### src/rtl/dph_pkg.sv
package dph_pkg;

    localparam int DATA_W    = 8;
    localparam int REG_SEL_W = 2;
    localparam int CTL_W     = 6;

    typedef enum logic [REG_SEL_W-1:0] {
        SEL_A_DD  = 2'd0,
        SEL_A_CTL = 2'd1,
        SEL_B_DD  = 2'd2,
        SEL_B_CTL = 2'd3
    } reg_sel_e;

    localparam logic [2:0] L2_PULSE = 3'b101;
    localparam logic [2:0] L2_LOW   = 3'b110;

    // writable part of a control register, bit 5 down to bit 0
    typedef struct packed {
        logic [2:0] l2_mode;
        logic       sel_data;
        logic       edge_rise;
        logic       irq_en;
    } ctl_t;

    // per-port bus strobes decoded from cs/rw/rsel
    typedef struct packed {
        logic dd_rd;
        logic dd_wr;
        logic ctl_wr;
    } port_acc_t;

    function automatic logic [REG_SEL_W-1:0] dd_addr(input int p);
        return REG_SEL_W'(2 * p);
    endfunction

    function automatic logic [REG_SEL_W-1:0] ctl_addr(input int p);
        return REG_SEL_W'(2 * p + 1);
    endfunction

    function automatic logic line2_level(input logic [2:0] mode, input logic pulse);
        case (mode)
            L2_PULSE: return ~pulse;
            L2_LOW:   return 1'b0;
            default:  return 1'b1;
        endcase
    endfunction

endpackage

### src/rtl/dph_edge_flag.sv
module dph_edge_flag (
    input  logic clk,
    input  logic rst,
    input  logic line_in,
    input  logic rise_sel,
    input  logic clr,
    output logic flag
);
    logic prev_q;
    logic flag_q;
    logic hit;

    always_comb begin
        hit = rise_sel ? (line_in & ~prev_q) : (~line_in & prev_q);
    end

    always_ff @(posedge clk) begin
        if (rst) begin
            prev_q <= line_in;
            flag_q <= 1'b0;
        end else begin
            prev_q <= line_in;
            if (hit)
                flag_q <= 1'b1;
            else if (clr)
                flag_q <= 1'b0;
        end
    end

    assign flag = flag_q;
endmodule

### src/rtl/dph_line2.sv
module dph_line2 (
    input  logic       clk,
    input  logic       rst,
    input  logic [2:0] mode,
    input  logic       trig,
    output logic       level
);
    import dph_pkg::*;

    logic pulse_q;

    always_ff @(posedge clk) begin
        if (rst)
            pulse_q <= 1'b0;
        else
            pulse_q <= trig;
    end

    assign level = line2_level(mode, pulse_q);
endmodule

### src/rtl/dph_port.sv
module dph_port
    import dph_pkg::*;
#(
    parameter int DW             = DATA_W,
    parameter bit PULSE_ON_WRITE = 1'b0
) (
    input  logic            clk,
    input  logic            rst,
    input  port_acc_t       acc,
    input  logic [DW-1:0]   wdata,
    input  logic [DW-1:0]   pin_in,
    input  logic            line1,
    output logic [DW-1:0]   pin_out,
    output logic [DW-1:0]   pin_oe,
    output logic            line2,
    output logic            irq,
    output logic [DW-1:0]   dd_rdata,
    output logic [DW-1:0]   ctl_rdata,
    output logic [CTL_W-1:0] cfg
);
    localparam int PAD_W = DW - CTL_W - 1;

    ctl_t          ctl_q;
    logic [DW-1:0] dir_q;
    logic [DW-1:0] data_q;
    logic          flag;
    logic          data_rd;
    logic          data_wr;
    logic          trig;

    always_comb begin
        data_rd = acc.dd_rd & ctl_q.sel_data;
        data_wr = acc.dd_wr & ctl_q.sel_data;
    end

    always_ff @(posedge clk) begin
        if (rst) begin
            ctl_q  <= '0;
            dir_q  <= '0;
            data_q <= '0;
        end else begin
            if (acc.ctl_wr)
                ctl_q <= ctl_t'(wdata[CTL_W-1:0]);
            if (acc.dd_wr) begin
                if (ctl_q.sel_data)
                    data_q <= wdata;
                else
                    dir_q <= wdata;
            end
        end
    end

    dph_edge_flag u_flag (
        .clk      (clk),
        .rst      (rst),
        .line_in  (line1),
        .rise_sel (ctl_q.edge_rise),
        .clr      (data_rd),
        .flag     (flag)
    );

    generate
        if (PULSE_ON_WRITE) begin : g_trig_wr
            assign trig = data_wr;
        end else begin : g_trig_rd
            assign trig = data_rd;
        end
    endgenerate

    dph_line2 u_line2 (
        .clk   (clk),
        .rst   (rst),
        .mode  (ctl_q.l2_mode),
        .trig  (trig),
        .level (line2)
    );

    always_comb begin
        dd_rdata  = ctl_q.sel_data ? ((data_q & dir_q) | (pin_in & ~dir_q)) : dir_q;
        ctl_rdata = {flag, {PAD_W{1'b0}}, ctl_q};
    end

    assign pin_out = data_q;
    assign pin_oe  = dir_q;
    assign irq     = flag & ctl_q.irq_en;
    assign cfg     = ctl_q;
endmodule

### src/rtl/dual_port_handshake.sv
module dual_port_handshake
    import dph_pkg::*;
#(
    parameter int DW = DATA_W
) (
    input  logic                 clk,
    input  logic                 rst,
    input  logic                 cs,
    input  logic                 rw,
    input  logic [REG_SEL_W-1:0] rsel,
    input  logic [DW-1:0]        wdata,
    output logic [DW-1:0]        rdata,
    output logic                 irq_a,
    output logic                 irq_b,
    input  logic [DW-1:0]        pa_in,
    output logic [DW-1:0]        pa_out,
    output logic [DW-1:0]        pa_oe,
    input  logic [DW-1:0]        pb_in,
    output logic [DW-1:0]        pb_out,
    output logic [DW-1:0]        pb_oe,
    input  logic                 ca1,
    output logic                 ca2,
    input  logic                 cb1,
    output logic                 cb2
);
    localparam int NP = 2;

    logic [DW-1:0]    pin_in_v  [NP];
    logic [DW-1:0]    pin_out_v [NP];
    logic [DW-1:0]    pin_oe_v  [NP];
    logic [DW-1:0]    dd_rd_v   [NP];
    logic [DW-1:0]    ctl_rd_v  [NP];
    logic [CTL_W-1:0] cfg_v     [NP];
    logic [NP-1:0]    line1_v;
    logic [NP-1:0]    line2_v;
    logic [NP-1:0]    irq_v;
    logic [CTL_W-1:0] cfg_a;
    logic [CTL_W-1:0] cfg_b;

    assign pin_in_v[0] = pa_in;
    assign pin_in_v[1] = pb_in;
    assign line1_v     = {cb1, ca1};

    generate
        for (genvar g = 0; g < NP; g++) begin : g_port
            port_acc_t acc;

            always_comb begin
                acc.dd_rd  = cs &  rw & (rsel == dd_addr(g));
                acc.dd_wr  = cs & ~rw & (rsel == dd_addr(g));
                acc.ctl_wr = cs & ~rw & (rsel == ctl_addr(g));
            end

            dph_port #(
                .DW             (DW),
                .PULSE_ON_WRITE (g == 1)
            ) u_port (
                .clk       (clk),
                .rst       (rst),
                .acc       (acc),
                .wdata     (wdata),
                .pin_in    (pin_in_v[g]),
                .line1     (line1_v[g]),
                .pin_out   (pin_out_v[g]),
                .pin_oe    (pin_oe_v[g]),
                .line2     (line2_v[g]),
                .irq       (irq_v[g]),
                .dd_rdata  (dd_rd_v[g]),
                .ctl_rdata (ctl_rd_v[g]),
                .cfg       (cfg_v[g])
            );
        end
    endgenerate

    always_comb begin
        case (reg_sel_e'(rsel))
            SEL_A_DD:  rdata = dd_rd_v[0];
            SEL_A_CTL: rdata = ctl_rd_v[0];
            SEL_B_DD:  rdata = dd_rd_v[1];
            default:   rdata = ctl_rd_v[1];
        endcase
    end

    assign pa_out = pin_out_v[0];
    assign pa_oe  = pin_oe_v[0];
    assign pb_out = pin_out_v[1];
    assign pb_oe  = pin_oe_v[1];
    assign ca2    = line2_v[0];
    assign cb2    = line2_v[1];
    assign irq_a  = irq_v[0];
    assign irq_b  = irq_v[1];
    assign cfg_a  = cfg_v[0];
    assign cfg_b  = cfg_v[1];
endmodule

### config.mk
export PLATFORM = sky130hd
export DESIGN_NAME = dual_port_handshake
export DESIGN_NICKNAME = d
export VERILOG_FILES = /design/src/rtl/dph_pkg.sv /design/src/rtl/dph_edge_flag.sv /design/src/rtl/dph_line2.sv /design/src/rtl/dph_port.sv /design/src/rtl/dual_port_handshake.sv
export SDC_FILE = /design/constraint.sdc
export NUM_CORES = 1
export LEC_CHECK = 0
export ABC_AREA = 1
export CAP_MARGIN = 20
export CORE_ASPECT_RATIO = 0.7
export CORE_UTILIZATION = 45
export DETAILED_ROUTE_END_ITERATION = 12
export PLACE_DENSITY = 0.76
export SETUP_SLACK_MARGIN = 0.1
export SLEW_MARGIN = 20
export SYNTH_ARGS = -nofsm -noshare
export SYNTH_HDL_FRONTEND = slang
export SYNTH_SLANG_ARGS = --single-unit
### constraint.sdc
create_clock -name clk -period 1.35 [get_ports clk]
set_input_delay 0.27 -clock clk [delete_from_list [all_inputs] [get_ports clk]]
set_output_delay 0.27 -clock clk [all_outputs]
set_load 0.01 [all_outputs]
==> metrics.txt <==
# TYPE chip_impl_metric gauge
chip_impl_metric{name="insertedDiodeCount",unit=""} 0
chip_impl_metric{name="cts.sinks",unit=""} 50
chip_impl_metric{name="yosys_warnings",unit=""} 0
chip_impl_metric{name="worstHoldPathCells",unit=""} 5
chip_impl_metric{name="n_fill_cell",unit=""} 370
chip_impl_metric{name="placeableCoreArea",unit="mm2"} 0.00534
chip_impl_metric{name="leakagePower",unit="nW"} 1.96
chip_impl_metric{name="ys_async_sr_fraction",unit=""} 0
chip_impl_metric{name="drc_errors",unit=""} 0
chip_impl_info{name="crit_family",value="buffers and inverters"} 1
chip_impl_metric{name="fp.dieW",unit="um"} 91.6
chip_impl_info{name="ys.flop_type",value="sky130_fd_sc_hd__dfxtp_1"} 1
chip_impl_metric{name="layout-drive-gt1-share",unit=""} 0.428
chip_impl_metric{name="antenna_violations_before_repair",unit=""} 0
chip_impl_info{name="yosys-top-cells-count",value="sky130_fd_sc_hd__nand2_1, sky130_fd_sc_hd__nor2_1, sky130_fd_sc_hd__dfxtp_1"} 1
chip_impl_info{name="end_kind",value="primary output"} 1
chip_impl_info{name="synth_area_leaders",value="sky130_fd_sc_hd__dfxtp_1, sky130_fd_sc_hd__nand2_1, sky130_fd_sc_hd__nor2_1"} 1
chip_impl_metric{name="buffer_ports.inserted",unit=""} 75
chip_impl_metric{name="cp_data_required_time",unit="ps"} 1080
chip_impl_metric{name="report.final.slew_viol_count",unit=""} 0
chip_impl_info{name="crit_start_category",value="flip-flop"} 1
chip_impl_metric{name="first_iter_violations",unit=""} 308
chip_impl_info{name="rsz0062_at_grt",value="true"} 1
chip_impl_info{name="failed_checks",value="setup timing"} 1
chip_impl_metric{name="cts_made_buffers",unit=""} 5
chip_impl_metric{name="drt-total-wl",unit="mm"} 10.0
chip_impl_metric{name="hold_viol",unit=""} 0
chip_impl_metric{name="timing.final.setup_violations",unit=""} 10
chip_impl_metric{name="grt_overflow_total",unit=""} 0
chip_impl_metric{name="fin_ws",unit="ps"} -330
chip_impl_metric{name="postSynthAreaPerCell",unit="um2"} 6.27
chip_impl_metric{name="cp.buffers_inverters",unit=""} 3
chip_impl_info{name="post-synth-top-area-cell",value="sky130_fd_sc_hd__dfxtp_1"} 1
chip_impl_metric{name="routedWlPerCell",unit="um"} 16.4
chip_impl_info{name="holdCritPathClass",value="input port to flip-flop"} 1
chip_impl_info{name="crit_path_cell_trace",value="buf_6 -> buf_16 -> a21oi_2 -> nand3b_1 -> o21ai_1 -> buf_2"} 1
chip_impl_info{name="clk_root_buffer_cell",value="sky130_fd_sc_hd__clkbuf_8"} 1
chip_impl_metric{name="setup-tns-final",unit="ps"} -2190
chip_impl_metric{name="top_level_ports",unit=""} 76
chip_impl_metric{name="worst_skew_pair.late_latency",unit="ps"} 300
chip_impl_metric{name="ys_seq_area_frac",unit=""} 0.395
chip_impl_metric{name="max_slew_margin",unit=""} 0.804
chip_impl_metric{name="timing_worst_slew_pin_value",unit="ps"} 294
chip_impl_metric{name="maxCapViolCount",unit=""} 0
chip_impl_metric{name="syn_inst",unit=""} 404
chip_impl_metric{name="place.gp.congestion",unit=""} 0.898
chip_impl_metric{name="worst_ep_arrival_time",unit="ps"} 1410
chip_impl_metric{name="grt_first_pass_wirelength",unit="mm"} 14.9
chip_impl_metric{name="pin_count_of_the_biggest_net_entering_global_routing",unit=""} 45
chip_impl_metric{name="routed-via-count",unit=""} 3219
chip_impl_metric{name="yosysUniqueCellTypes",unit=""} 22
chip_impl_metric{name="final.period_utilization",unit=""} 1.24
chip_impl_info{name="tritoncts",value="done"} 1
chip_impl_metric{name="fin_crit",unit="ps"} 1680
chip_impl_metric{name="route.detailed.vias_per_inst",unit=""} 5.26
chip_impl_metric{name="height_of_the_die",unit="um"} 64.8
chip_impl_metric{name="synthesis.nets",unit=""} 436
chip_impl_metric{name="power_density",unit="mW/mm2"} 740
chip_impl_info{name="run_status",value="finished, violations left"} 1
chip_impl_metric{name="number_of_enable_flip_flop_cells_after_synthesis",unit=""} 0
chip_impl_metric{name="skew",unit="ps"} 5.86
chip_impl_info{name="slowest_stage",value="sky130_fd_sc_hd__dfxtp_4"} 1
chip_impl_metric{name="floorplan.rows",unit=""} 22
chip_impl_metric{name="critical-path-max-stage-delay",unit="ps"} 360
chip_impl_metric{name="proportion_of_netlist_area_held_by_the_largest_area_contributor",unit=""} 0.395
chip_impl_metric{name="place_ws",unit="ps"} -853
chip_impl_metric{name="reg2reg_depth",unit=""} 9
chip_impl_metric{name="grtUsageTotal",unit=""} 0.331
chip_impl_metric{name="drtAntennaViolNets",unit=""} 0
chip_impl_metric{name="post_cts_hold_buffer_count",unit=""} 0
chip_impl_metric{name="nets",unit=""} 571
chip_impl_metric{name="crit_cells",unit=""} 6
chip_impl_metric{name="fp.dieArea",unit="mm2"} 0.00593
chip_impl_metric{name="initial_core_utilization",unit=""} 0.474
chip_impl_metric{name="cts_htree_levels",unit=""} 2
chip_impl_metric{name="syn_to_final_growth",unit="%"} 64.0
chip_impl_metric{name="worst_setup_hold_path_clk_slew",unit="ps"} 90
chip_impl_metric{name="clock_tree.buffer_depth",unit=""} 2
chip_impl_metric{name="dp.final_hpwl",unit="mm"} 5.94
chip_impl_info{name="worstSetupPathType",value="flip-flop to primary output"} 1
chip_impl_metric{name="drt_first_pass_iters",unit=""} 5
chip_impl_metric{name="fmax",unit="MHz"} 595
chip_impl_metric{name="worst_ir_drop_vdd",unit="V"} 0.000465
chip_impl_metric{name="synth_seq_cells",unit=""} 50
chip_impl_metric{name="cp_max_fo",unit=""} 5
chip_impl_info{name="synthMostInstantiatedCell",value="sky130_fd_sc_hd__nand2_1"} 1
chip_impl_metric{name="syn-cell-area",unit="mm2"} 0.00253
chip_impl_metric{name="via_count_of_the_first_global_routing_pass",unit=""} 2958
cells by family after synthesis:
| kind of cell | after synthesis | share of synthesized area |
|---|---|---|
| AO/OA/AOI/OAI | 20 | 0.0395 |
| AND/OR/NAND/NOR | 274 | 0.468 |
| flip-flops | 50 | 0.395 |
| buffers and inverters | 60 | 0.0974 |
through the flow:
stage	area [um2]	cells	utilization	power, mW	hold slack, ps
CTS	4130	610	0.773	3.02	437
detailed placement	3740	590	0.701	2.09	468
global route	4150	612	0.777	3.19	403
global placement	3740	590	0.701	2.08	468
finish	4150	612	0.777	3.07	406
floorplan	2530	404	-	1.79	298
worst register-to-register path, delay by kind of cell, from the launching register on:
family,cells,cell delay [ps]
flip-flops,1,370
buffers and inverters,4,520
AND/OR/NAND/NOR,5,370
flip-flops by register name, summed over array words and instances (netlist names):
signal and flops:
g_port.u_port.cfg 12, g_port.u_port.u_flag.prev_q 2, g_port.u_port.pin_oe 16, g_port.u_port.pin_out 16, g_port.u_port.u_flag.flag 2, g_port.u_port.u_line2.pulse_q 2
per-layer routing:
metal  routed length [um]  track usage  part of all wire
met1                 4160        0.447              0.41
met2                 4660        0.539              0.46
met3                 1000       0.0622              0.10
met4                  209       0.0972             0.021
met5                    0            0                 0
power breakdown:
| part | internal (mW) | switching [mW] | total, mW |
|---|---|---|---|
| Combinational | 0.280 | 0.331 | 0.612 |
| Clock | 0.413 | 0.501 | 0.914 |
| Sequential | 1.51 | 0.0358 | 1.55 |
| Total | 2.20 | 0.868 | 3.07 |
cell type report:
| type | instances | area (um2) | share of cell area |
|---|---|---|---|
| clock buffer | 6 | 82.6 | 0.0199 |
| clock inverter | 2 | 12.5 | 0.00301 |
| inverter | 47 | 179 | 0.0431 |
| multi-input combinational | 296 | 1550 | 0.373 |
| sequential | 50 | 1060 | 0.256 |
| tap | 72 | 90.1 | 0.0217 |
| timing repair buffer | 139 | 1170 | 0.282 |
cells in the final DEF (no fill, tap or decap), types with 2 or more instances in the layout:
cell type / count
sky130_fd_sc_hd__dfxtp_1: 9
sky130_fd_sc_hd__clkdlybuf4s50_1: 27
sky130_fd_sc_hd__nand2_1: 91
sky130_fd_sc_hd__buf_12: 5
sky130_fd_sc_hd__nor2_4: 8
sky130_fd_sc_hd__nand3_2: 18
sky130_fd_sc_hd__dfxtp_4: 5
sky130_fd_sc_hd__clkbuf_8: 6
sky130_fd_sc_hd__clkbuf_2: 11
sky130_fd_sc_hd__nand2_4: 8
sky130_fd_sc_hd__dfxtp_2: 36
sky130_fd_sc_hd__nand3_4: 2
sky130_fd_sc_hd__buf_2: 33
sky130_fd_sc_hd__a21oi_2: 3
sky130_fd_sc_hd__buf_16: 4
sky130_fd_sc_hd__nand3b_1: 8
sky130_fd_sc_hd__inv_1: 38
sky130_fd_sc_hd__nand3_1: 14
sky130_fd_sc_hd__a21oi_1: 3
sky130_fd_sc_hd__buf_4: 52
sky130_fd_sc_hd__nand2_2: 22
sky130_fd_sc_hd__nand4_1: 7
sky130_fd_sc_hd__nor2_2: 2
sky130_fd_sc_hd__inv_2: 7
sky130_fd_sc_hd__nor2_1: 94
sky130_fd_sc_hd__buf_6: 4
sky130_fd_sc_hd__o21ai_0: 13
worst paths after layout:
| kind | from | slack [ps] | end |
|---|---|---|---|
| min | rw | 410 | g_port[0].u_port.u_line2.pulse_q |
| min reg2reg | g_port[1].u_port.u_flag.flag | 480 | g_port[1].u_port.u_flag.flag |
| max | g_port[1].u_port.cfg[2] | -330 | rdata[6] |
| max reg2reg | g_port[1].u_port.cfg[2] | 0 | g_port[1].u_port.pin_out[7] |
what timing repair did:
action	CTS	global route
pin swaps	22	8
cloned	5	1
buffers inserted	7	2
endpoints found under the setup margin	89	72
gates resized for setup	236	64
Note: power is estimated with default switching activity, not from simulation.
